### src/rtl/mdio_mgmt_pkg.sv
// Shared constants, command type and frame builder for the MDIO management master.
package mdio_mgmt_pkg;

    localparam int REG_AW = 12;
    localparam logic [REG_AW-1:0] OFS_CMD   = 12'h7E4;
    localparam logic [REG_AW-1:0] OFS_WDATA = 12'h7E8;
    localparam logic [REG_AW-1:0] OFS_RDATA = 12'h7EC;
    localparam logic [REG_AW-1:0] OFS_CTRL  = 12'h7F0;

    localparam int CTRL_BUSY_BIT = 0;
    localparam int CTRL_EN_BIT   = 3;

    localparam int FIELD_W    = 5;
    localparam int DATA_W     = 16;
    localparam int PRE_BITS   = 32;
    localparam int FRAME_BITS = PRE_BITS + 2 + 2 + 2 * FIELD_W + 2 + DATA_W;
    localparam int TA_FIRST   = FRAME_BITS - DATA_W - 2;
    localparam int DATA_FIRST = FRAME_BITS - DATA_W;
    localparam int IDX_W      = $clog2(FRAME_BITS + 1);
    localparam int CMD_W      = 2 * FIELD_W + 1;

    // Command register layout: direction on top, then PHY address, then register number.
    typedef struct packed {
        logic               rd;
        logic [FIELD_W-1:0] phy;
        logic [FIELD_W-1:0] regad;
    } mgmt_cmd_t;

    // Builds the complete clause-22 frame, first bit on the left.
    function automatic logic [FRAME_BITS-1:0] build_frame(mgmt_cmd_t c, logic [DATA_W-1:0] d);
        logic [1:0] op;
        logic [DATA_W-1:0] payload;
        op      = c.rd ? 2'b10 : 2'b01;
        payload = c.rd ? '0 : d;
        return {{PRE_BITS{1'b1}}, 2'b01, op, c.phy, c.regad, 2'b10, payload};
    endfunction

endpackage

### src/rtl/mdio_clk_div.sv
// MDC generator. Toggles MDC every DIV_N+1 system clocks while enabled.
// It flags the cycle just before each rising and falling MDC edge.
// Assumes en is a registered level; MDC restarts low whenever en drops.
module mdio_clk_div #(
    parameter int DIV_N = 2
) (
    input  logic clk,
    input  logic rst_n,
    input  logic en,
    output logic mdc,
    output logic tick_rise,
    output logic tick_fall
);
    localparam int CW = (DIV_N < 1) ? 1 : $clog2(DIV_N + 1);
    localparam logic [CW-1:0] LIMIT = CW'(DIV_N);

    logic [CW-1:0] cnt_q;
    logic          wrap;

    assign wrap      = en && (cnt_q == LIMIT);
    assign tick_rise = wrap && !mdc;
    assign tick_fall = wrap && mdc;

    // Half-period counter and MDC toggle, held at zero while disabled.
    always_ff @(posedge clk) begin
        if (!rst_n || !en) begin
            cnt_q <= '0;
            mdc   <= 1'b0;
        end else if (wrap) begin
            cnt_q <= '0;
            mdc   <= ~mdc;
        end else begin
            cnt_q <= cnt_q + 1'b1;
        end
    end
endmodule

### src/rtl/mdio_frame_engine.sv
// Frame engine. It loads a frame on start and shifts one bit out on each falling MDC tick.
// On reads it releases MDIO from the turnaround on and samples data on rising ticks.
// The frame finishes on the falling tick after the last bit.
// Assumes start is only raised while not busy; a drop of en abandons the frame.
module mdio_frame_engine
    import mdio_mgmt_pkg::*;
(
    input  logic              clk,
    input  logic              rst_n,
    input  logic              en,
    input  logic              start,
    input  mgmt_cmd_t         cmd,
    input  logic [DATA_W-1:0] wdata,
    input  logic              tick_rise,
    input  logic              tick_fall,
    input  logic              mdio_i,
    output logic              busy,
    output logic [DATA_W-1:0] rd_result,
    output logic              mdio_o,
    output logic              mdio_oe,
    output logic [IDX_W-1:0]  bit_idx,
    output logic              is_read
);
    logic [FRAME_BITS-1:0] frame_q;
    logic [DATA_W-1:0]     shift_q;
    logic                  last_done;

    assign last_done = busy && tick_fall && (bit_idx == IDX_W'(FRAME_BITS));

    // Sequencing: load on start, emit one bit per falling tick, stop after the last.
    always_ff @(posedge clk) begin
        if (!rst_n) begin
            busy    <= 1'b0;
            bit_idx <= '0;
            frame_q <= '0;
            is_read <= 1'b0;
            mdio_o  <= 1'b0;
            mdio_oe <= 1'b0;
        end else if (start) begin
            busy    <= 1'b1;
            bit_idx <= '0;
            frame_q <= build_frame(cmd, wdata);
            is_read <= cmd.rd;
        end else if (!en) begin
            busy    <= 1'b0;
            mdio_oe <= 1'b0;
        end else if (last_done) begin
            busy    <= 1'b0;
            mdio_oe <= 1'b0;
        end else if (busy && tick_fall) begin
            mdio_o  <= frame_q[FRAME_BITS-1];
            mdio_oe <= !(is_read && (bit_idx >= IDX_W'(TA_FIRST)));
            frame_q <= {frame_q[FRAME_BITS-2:0], 1'b0};
            bit_idx <= bit_idx + 1'b1;
        end
    end

    // Read data capture on rising ticks while a data bit is on the line.
    always_ff @(posedge clk) begin
        if (!rst_n) begin
            shift_q <= '0;
        end else if (en && busy && is_read && tick_rise && (bit_idx > IDX_W'(DATA_FIRST))) begin
            shift_q <= {shift_q[DATA_W-2:0], mdio_i};
        end
    end

    // Result register, updated only when a read frame completes.
    always_ff @(posedge clk) begin
        if (!rst_n) begin
            rd_result <= '0;
        end else if (en && !start && last_done && is_read) begin
            rd_result <= shift_q;
        end
    end
endmodule

### src/rtl/mdio_csr.sv
// Register file. Holds the command, write data and enable.
// It raises the start strobe and multiplexes read data.
// Assumes one write per strobe cycle; reads are combinational on the offset.
module mdio_csr
    import mdio_mgmt_pkg::*;
(
    input  logic              clk,
    input  logic              rst_n,
    input  logic [REG_AW-1:0] bus_addr,
    input  logic              bus_wen,
    input  logic [31:0]       bus_wdata,
    input  logic              busy,
    input  logic [DATA_W-1:0] rd_result,
    output logic [31:0]       bus_rdata,
    output logic              enable,
    output logic              start,
    output mgmt_cmd_t         cmd,
    output logic [DATA_W-1:0] wdata
);
    logic ctrl_wr;

    assign ctrl_wr = bus_wen && (bus_addr == OFS_CTRL);
    assign start   = ctrl_wr && bus_wdata[CTRL_EN_BIT] && bus_wdata[CTRL_BUSY_BIT] && !busy;

    // Software-written registers.
    always_ff @(posedge clk) begin
        if (!rst_n) begin
            cmd    <= '0;
            wdata  <= '0;
            enable <= 1'b0;
        end else if (bus_wen) begin
            if (bus_addr == OFS_CMD)   cmd    <= bus_wdata[CMD_W-1:0];
            if (bus_addr == OFS_WDATA) wdata  <= bus_wdata[DATA_W-1:0];
            if (ctrl_wr)               enable <= bus_wdata[CTRL_EN_BIT];
        end
    end

    // Read multiplexer.
    always_comb begin
        bus_rdata = '0;
        case (bus_addr)
            OFS_CMD:   bus_rdata[CMD_W-1:0]  = cmd;
            OFS_WDATA: bus_rdata[DATA_W-1:0] = wdata;
            OFS_RDATA: bus_rdata[DATA_W-1:0] = rd_result;
            OFS_CTRL: begin
                bus_rdata[CTRL_EN_BIT]   = enable;
                bus_rdata[CTRL_BUSY_BIT] = busy;
            end
            default:   bus_rdata = '0;
        endcase
    end
endmodule

### src/rtl/mdio_mgmt_master.sv
// Top of the MDIO management master. Joins the register file, the MDC divider and the frame engine.
// Assumes an external tristate buffer built from mdio_o / mdio_oe and a pull-up on MDIO.
module mdio_mgmt_master
    import mdio_mgmt_pkg::*;
#(
    parameter int DIV_N = 2
) (
    input  logic        clk,
    input  logic        rst_n,
    input  logic [11:0] bus_addr,
    input  logic        bus_wen,
    input  logic [31:0] bus_wdata,
    output logic [31:0] bus_rdata,
    output logic        mdc,
    output logic        mdio_o,
    output logic        mdio_oe,
    input  logic        mdio_i
);
    logic              enable;
    logic              start;
    logic              busy;
    logic              tick_rise;
    logic              tick_fall;
    logic              is_read;
    logic [IDX_W-1:0]  bit_idx;
    logic [DATA_W-1:0] rd_result;
    logic [DATA_W-1:0] wdata;
    mgmt_cmd_t         cmd;

    mdio_csr u_csr (
        .clk(clk), .rst_n(rst_n), .bus_addr(bus_addr), .bus_wen(bus_wen),
        .bus_wdata(bus_wdata), .busy(busy), .rd_result(rd_result),
        .bus_rdata(bus_rdata), .enable(enable), .start(start), .cmd(cmd), .wdata(wdata)
    );

    mdio_clk_div #(.DIV_N(DIV_N)) u_div (
        .clk(clk), .rst_n(rst_n), .en(enable), .mdc(mdc),
        .tick_rise(tick_rise), .tick_fall(tick_fall)
    );

    mdio_frame_engine u_eng (
        .clk(clk), .rst_n(rst_n), .en(enable), .start(start), .cmd(cmd), .wdata(wdata),
        .tick_rise(tick_rise), .tick_fall(tick_fall), .mdio_i(mdio_i),
        .busy(busy), .rd_result(rd_result), .mdio_o(mdio_o), .mdio_oe(mdio_oe),
        .bit_idx(bit_idx), .is_read(is_read)
    );
endmodule

### config.mk
export PLATFORM = sky130hd
export DESIGN_NAME = mdio_mgmt_master
export DESIGN_NICKNAME = d
export VERILOG_FILES = /design/src/rtl/mdio_mgmt_pkg.sv /design/src/rtl/mdio_clk_div.sv /design/src/rtl/mdio_frame_engine.sv /design/src/rtl/mdio_csr.sv /design/src/rtl/mdio_mgmt_master.sv
export SDC_FILE = /design/constraint.sdc
export NUM_CORES = 1
export LEC_CHECK = 0
export ABC_AREA = 1
export BUFFER_PORTS_ARGS = -buffer_cell sky130_fd_sc_hd__buf_4
export CAP_MARGIN = 20
export CORE_MARGIN = 2
export CORE_UTILIZATION = 55
export DETAILED_ROUTE_END_ITERATION = 16
export GPL_TIMING_DRIVEN = 0
export PLACE_DENSITY = 0.76
export SYNTH_ARGS = -nofsm -noshare
export SYNTH_HDL_FRONTEND = slang
export SYNTH_SLANG_ARGS = --single-unit
### constraint.sdc
create_clock -name clk -period 4.4 [get_ports clk]
set_input_delay 0.22 -clock clk [delete_from_list [all_inputs] [get_ports clk]]
set_output_delay 0.22 -clock clk [all_outputs]
set_load 0.02 [all_outputs]
==> results.md, run 1 <==
- Status: finished clean
- Placer Congestion: 0.932
- Grt ovf: 0
- IO buf count: between 40 and 50
- Main combinational cell family by area after synthesis: simple AND/OR/NAND/NOR gates
- Mean area per synthesized cell: approximately 7 um2
- Post-synthesis cell count: ~890
- Multi-input gate area in the final layout: between 0.002 and 0.003 mm2
- Final Util: 0.661
- F_max: between 400 and 500 MHz
- Logic pwr share: 0.040
- Final net count: 1020
- Number of remaining DRC errors: 0
- Initial antenna violation count: 0
- Worst-path clk slew: roughly 0.050 ns
- Hold Fails Final Rpt: 0
- Area post-placement: 0.00694 mm2
- First-pass iteration count of the detailed router: 6
- CTS Hold Bufs: 0
- CP Capture Type: output port
- First-pass GRT wire length: approximately 26000 um
- Placement Setup Slack: between 2 and 2.5 ns
- Filler cells: a little over 1000
- Crit path max fanout: 10
- Core area: between 0.01 and 0.015 mm2
- Pin count of the biggest net entering global routing: 17
- Post-Route WL: 15200 um
- Register share of total power: 0.467
- Hold Crit Depth: 3
- DIE AREA: 0.0124 mm2
- Min Tclk post-route: 2.15 ns
- Psw: approximately 600 uW
- Antenna diodes: 0
- Final worst-path setup slack: between 2 and 2.5 ns
- Remaining antenna violation count: 0
- Yosys reg bits: between 100 and 150
- Cell variety after synth: 31
- Fin crit share: 0.488
- Clk_skew: around 0.0051 ns
- Setup Crit Path Kind: input pin to output port
- Power share of the clock group: 0.493
- Xor-xnor portion of the synthesized cell area: 0.00691
- HPWL after DPL: 10800 um
- Row Count: 39
- DR vias: a little under 6000
- Leak pwr: 0.00366 uW
- RR Endpoint: u_eng.shift_q[4]$_SDFFE_PN0P_
- TritonCTS clock tree: built
- Clk sink count: 138
- Post-CTS setup buffers: 0
- DRT iter0 DRCs: 581
- Synth Area in Adders: 0.00593
- Reg2Reg Depth: 9
- CTS resizes: 0
- Synth Area in Simple Gates: 0.228
- HP Start: bus_wdata[14]
- Post-route cell area: around 0.0075 mm2
- Finish-stage setup viols: 0
- Count of warnings emitted by yosys: 0
- Register area: between 0.002 and 0.003 mm2
- Switching Fraction: 0.225
- Sequential area share after synthesis: 0.436
- Via/cell ratio: 5.22
- RSZ-0062 raised after global routing: no
- Internal: between 2000 and 2500 uW
- WP data required: 4.18 ns
- Slew headroom: 0.601
- Die H: ~110 um
- Layout cell share with drive strength beyond 1: 0.142
- Vias in the first global route: ~5500
- CTS Root Cell: clkbuf_16
- Routed wire length per instance: around 14 um
- Start of the worst register-to-register path: u_eng.bit_idx[0]$_SDFFE_PP0P_
- Clk Latency, worst-skew pair: between 0.4 and 0.5 ns
- Max Cap Violations: 0
- Hold Worst Slack: ~0.030 ns
- PD cells: 357 mW/mm2
- Crit path DAT: 1.93 ns
- Register-to-register setup slack: between 2 and 3 ns
- Clock buffer depth: 2
- Hold Crit Class: input pin to register
- Least-Margin Pin Slew: around 0.60 ns
- Initial Utilization: 0.559
- GRT Overall Usage: 0.255
- Compound-Gate Fraction of Synth Area: 0.179
- Worst Hold End: u_csr.wdata[14]$_SDFFE_PN0P_
- Peak VDD IR: approximately 350 uV
- TNS Setup: 0 ns
- CTS buffer count: 17
- Crit start category: input pin
- Die width: 111 um
- Mux share of post-synthesis cell area: 0
- Area Growth Syn to Fin: 18.2%
- H-Tree Depth: 4
- Final Max Tran Viols: 0
- Post-Synthesis Cell Area: 0.00633 mm2
- Ports: 83
-- worst max-delay path, stage by stage --
cell,delay [ns]
buf_4,0.10
inv_1,0.06
nand2_1,0.12
nor3_2,0.21
nand2_1,0.11
buf_2,0.21
clkbuf_1,0.30
o21ai_0,0.38
buf_4,0.21
-- layout by cell type (no fill, tap or decap), types with 2 or more instances in the layout --
cell type  netlist  final
nand3_1         55     55
clkinv_1         2      2
nand2_1        152    152
o211ai_1         3      3
nor2_1          55     55
inv_1          135    135
clkbuf_2         2      2
buf_2           17     17
clkbuf_16        0     17
inv_6            0      2
nand2_2          3      3
nand4_1         37     37
o21ai_0         97     97
a21oi_1         75     75
buf_6            2      2
buf_4           22     71
conb_1           1     16
nor3_1           7      7
ha_1             3      3
dfxtp_1        138    138
clkinv_4         0      2
buf_1            2      2
clkbuf_1        25     27
o21bai_1        33     33
nor2_2           4      4
xor2_1           5      5
clkinv_2         0      4
clkbuf_8         0      4
inv_2            4      4
-- worst max path at each step --
stage | start | end | slack [ns]
2_1_floorplan | bus_addr[0] | bus_rdata[11] | 2.71
3_3_place_gp | bus_addr[0] | bus_rdata[15] | 2.30
3_5_place_dp | bus_addr[4] | bus_rdata[15] | 2.27
4_1_cts | bus_addr[4] | bus_rdata[15] | 2.27
5_1_grt | bus_addr[0] | bus_rdata[11] | 2.12
6_report | bus_addr[0] | bus_rdata[15] | 2.25
-- stage by stage --
stage               power [uW]  cells
detailed placement        1380   1093
global route              2760   1125
CTS                       2680   1125
finish                    2670   1125
floorplan                 1340    901
global placement          1380   1093
-- sequential cells by signal, indices dropped and copies added, names as in the netlist --
name,cells
u_eng.bit_idx,7
u_csr.enable,1
u_eng.shift_q,16
u_div.cnt_q,2
u_csr.wdata,16
u_csr.cmd,11
u_div.mdc,1
u_eng.busy,1
u_eng.is_read,1
u_eng.mdio_o,1
u_eng.rd_result,16
u_eng.mdio_oe,1
u_eng.frame_q,64
-- per-layer routing --
layer	wire (um)	vias up	global-route usage	share of wire
met4	269	0	0.0840	0.018
met2	6780	203	0.400	0.45
met1	7030	2657	0.342	0.46
li1	-	2989	-	-
met3	1130	24	0.0733	0.074
met5	0	-	0	0
-- final cells by class --
cell class,instances,area share
clock buffer,23,0.0652
buffer,70,0.0513
clock inverter,9,0.00836
multi-input combinational,552,0.362
tap,143,0.0239
sequential,138,0.369
inverter,141,0.0707
timing repair buffer,49,0.0491
-- cells by family (layout without fill, tap and decap cells) --
logic type	count (synthesis)	in the layout
DFF	138	138
buffers and inverters	211	292
AOI/OAI and AO/OA	208	208
adders and majority gates	3	3
xor gates and xnor gates	5	5
and+or+nand+nor	320	320
other	1	16
-- power by group through the flow --
stage | clock, uW | combinational [uW] | sequential (uW)
finish | 1320 | 106 | 1250
global route | 1390 | 117 | 1250
CTS | 1330 | 105 | 1250
detailed placement | 0 | 104 | 1280
global placement | 0 | 104 | 1280
floorplan | 0 | 67.3 | 1280
-- synth_stat cells --
master / n / area, um2
xor2_1: 5 / 43.8
o21ai_0: 97 / 485
nand2_1: 152 / 571
buf_2: 17 / 85.1
nor2_2: 4 / 25.0
buf_1: 2 / 7.51
nor3_4: 1 / 16.3
o21bai_1: 33 / 248
buf_6: 2 / 22.5
clkbuf_1: 25 / 93.8
nor3_1: 7 / 35.0
inv_2: 4 / 15.0
buf_4: 22 / 165
nand2_2: 3 / 18.8
a21oi_1: 75 / 375
inv_1: 135 / 507
nand4_2: 1 / 12.5
nor2_1: 55 / 206
nor2_4: 1 / 11.3
nand4_1: 37 / 231
o211ai_1: 3 / 22.5
clkinv_1: 2 / 7.51
nand2_4: 1 / 11.3
nand3_2: 1 / 10.0
ha_1: 3 / 37.5
clkbuf_2: 2 / 10.0
nor3b_1: 1 / 7.51
nand3_1: 55 / 275
dfxtp_1: 138 / 2760
nor3_2: 1 / 10.0
conb_1: 1 / 3.75
Power figures use the tool's default switching activity.
==> run 2: changes to the inputs <==
==> constraint.sdc (replaced) <==
create_clock -name clk -period 2.05 [get_ports clk]
set_input_delay 0.1025 -clock clk [delete_from_list [all_inputs] [get_ports clk]]
set_output_delay 0.1025 -clock clk [all_outputs]
set_load 0.02 [all_outputs]
==> results.md, run 2 (synthesis gave the netlist of run 1 again) <==
- PD cells: 755 mW/mm2 (was 357 mW/mm2)
- Start of the worst register-to-register path: u_eng.bit_idx[0]$_SDFFE_PP0P_ (unchanged)
- DIE AREA: 0.0124 mm2 (unchanged)
- Hold Fails Final Rpt: 0 (unchanged)
- Layout cell share with drive strength beyond 1: 0.140 (was 0.142)
- Least-Margin Pin Slew: 0.603 ns (was 0.598 ns)
- Crit path max fanout: 10 (unchanged)
- Finish-stage setup viols: 0 (unchanged)
- Max Cap Violations: 0 (unchanged)
- Placement Setup Slack: 0.156 ns (was 2.27 ns)
- F_max: roughly 520 MHz
- Reg2Reg Depth: 9 (unchanged)
- Peak VDD IR: 774 uV (was 350 uV)
- CP Cell Sequence: buf_4, inv_1, nand2_1, nor3_2, nand2_1, buf_2, clkbuf_1, o21ai_0, buf_4 (unchanged)
- Leak pwr: 0.00373 uW (was 0.00366 uW)
- Clock buffer depth: 2 (unchanged)
- Initial Utilization: 0.559 (unchanged)
- H-Tree Depth: 4 (unchanged)
- CTS buffer count: 17 (unchanged)
- Hold Crit Class: input pin to register (unchanged)
- Core area: 0.0113 mm2 (unchanged)
- Placer Congestion: 0.932 (unchanged)
- RR Endpoint: u_eng.shift_q[8]$_SDFFE_PN0P_ (was u_eng.shift_q[4]$_SDFFE_PN0P_)
- Min Tclk post-route: around 1.9 ns
- Crit path DAT: 1.81 ns (was 1.93 ns)
- Post-Route WL: 15500 um (was 15200 um)
- Remaining antenna violation count: 0 (unchanged)
- CTS Root Cell: clkbuf_16 (unchanged)
- CP delay by family, top: buffers and inverters (unchanged)
- RSZ-0062 raised after global routing: no (unchanged)
- Die width: 111 um (unchanged)
- Max layer used: met4 (unchanged)
- First-pass GRT wire length: 26200 um (was 25700 um)
- Clk Latency, worst-skew pair: 0.43 ns (was 0.42 ns)
- Final worst-path setup slack: 0.138 ns (was 2.25 ns)
- Area Growth Syn to Fin: 20.8% (was 18.2%)
- Worst-path clk slew: 0.06 ns (was 0.05 ns)
- HPWL after DPL: 10800 um (unchanged)
- TritonCTS clock tree: built (unchanged)
- Hold Crit Depth: 3 (unchanged)
- Die H: 111 um (unchanged)
- Crit start category: input pin (unchanged)
- GRT Overall Usage: 0.260 (was 0.255)
- Met2 routed WL: 6990 um (was 6780 um)
- Pin count of the biggest net entering global routing: 17 (unchanged)
- Register-to-register setup slack: 0.21 ns (was 2.52 ns)
- Ports: 83 (unchanged)
- IO buf count: 49 (unchanged)
- Clk sink count: 138 (unchanged)
- DP Cell Count: 1093 (unchanged)
- Non-Filler Instances: 1141 (was 1125)
- Antenna diodes: 0 (unchanged)
- Via/cell ratio: 5.19 (was 5.22)
- Final net count: 1036 (was 1020)
- Worst path buffer plus inverter count: 5 (unchanged)
- First-pass iteration count of the detailed router: 5 (was 6)
- Final Max Tran Viols: 0 (unchanged)
- Worst Hold End: u_eng.rd_result[10]$_SDFFE_PN0P_ (was u_csr.wdata[14]$_SDFFE_PN0P_)
- WP data required: 1.95 ns (was 4.18 ns)
- Grt ovf: 0 (unchanged)
- Slew headroom: 0.598 (was 0.601)
- Met1 wire length: 7070 um (was 7030 um)
- Routed wire length per instance: 13.6 um (was 13.5 um)
- Status: finished clean (unchanged)
- Vias in the first global route: 5571 (was 5456)
- Fin crit share: 0.933
- TNS Setup: 0 ns (unchanged)
- PnR Total Power: 5770 uW (was 2670 uW)
- Number of remaining DRC errors: 0 (unchanged)
- CP Capture Type: output port (unchanged)
- Initial antenna violation count: 0 (unchanged)
- Most frequent cells in the layout: nand2_1 (152), dfxtp_1 (138), inv_1 (135), o21ai_0 (97), a21oi_1 (75) (unchanged)
- HP Start: rst_n (was bus_wdata[14])
- Clk_skew: 0.00722 ns (was 0.00508 ns)
- DR vias: 5920 (was 5873)
- Largest Register: u_eng.frame_q (unchanged)
- Wire length on met3: 1200 um (was 1130 um)
- Slowest CP cell: o21ai_0 (unchanged)
- Max incr delay on CP: 0.38 ns (about the same)
- Number of flip-flops in the largest register: 64 (unchanged)
- Row Count: 39 (unchanged)
- Setup Crit Path Kind: input pin to output port (unchanged)
- Commonest non-fill, non-tap cell in the layout: nand2_1 (unchanged)
- DRT iter0 DRCs: 626 (was 581)
==> run 2: tightest hold or removal path, delay by kind of cell <==
kind,cells,cell delay [ns]
buffers and inverters,2,0.36
AO/OA/AOI/OAI,1,0.05
==> run 2: stage by stage <==
| stage | hold WS, ns | instance area [um2] | utilization |
|---|---|---|---|
| 2_1_floorplan | 0.245 | 6390 | - |
| 3_3_place_gp | 0.337 | 6940 | 0.613 |
| 3_5_place_dp | 0.344 | 6940 | 0.613 |
| 4_1_cts | 0.144 | 7650 | 0.676 |
| 5_1_grt | 0.190 | 7650 | 0.676 |
| 6_report | 0.145 | 7650 | 0.676 |
==> run 2: cell type report <==
cell class / instances / area [um2]
plain buffers: 70 / 385
clock inverters: 9 / 62.6
repair buffers: 65 / 528
well taps: 143 / 179
clock buffers: 23 / 488
inverters: 141 / 529
flip-flops and latches: 138 / 2760
multi-input cells: 552 / 2710
fillers: 1008 / 3670
==> run 2: how the worst max path moves through the flow <==
| stage | start | cells after the start | to |
|---|---|---|---|
| floorplan | u_eng.bit_idx[0]$_SDFFE_PP0P_ | 12 | u_eng.frame_q[20]$_SDFFE_PN0P_ |
| global placement | bus_addr[0] | 9 | bus_rdata[15] |
| detailed placement | bus_addr[4] | 9 | bus_rdata[15] |
| CTS | bus_addr[4] | 9 | bus_rdata[15] |
| global route | bus_addr[0] | 9 | bus_rdata[11] |
| finish | bus_addr[0] | 9 | bus_rdata[11] |
==> run 2: timing repair <==
action	CTS	global route
endpoints found under the setup margin	0	1
setup buffers	0	0
hold buffers	16	0
resized for setup	0	2
hold endpoints to repair	26	0
==> run 2: per-layer routing <==
layer	vias up	track usage
li1	3019	-
met4	0	0.0807
met5	-	0
met3	21	0.0733
met2	204	0.415
met1	2676	0.346
==> run 2: where the power goes <==
group | internal, uW | switching [uW] | leakage (uW)
logic | 112 | 143 | 0.00235
registers | 2680 | 0.0931 | 0.00111
clock network | 1680 | 1160 | 0.000274
total | 4470 | 1310 | 0.00373
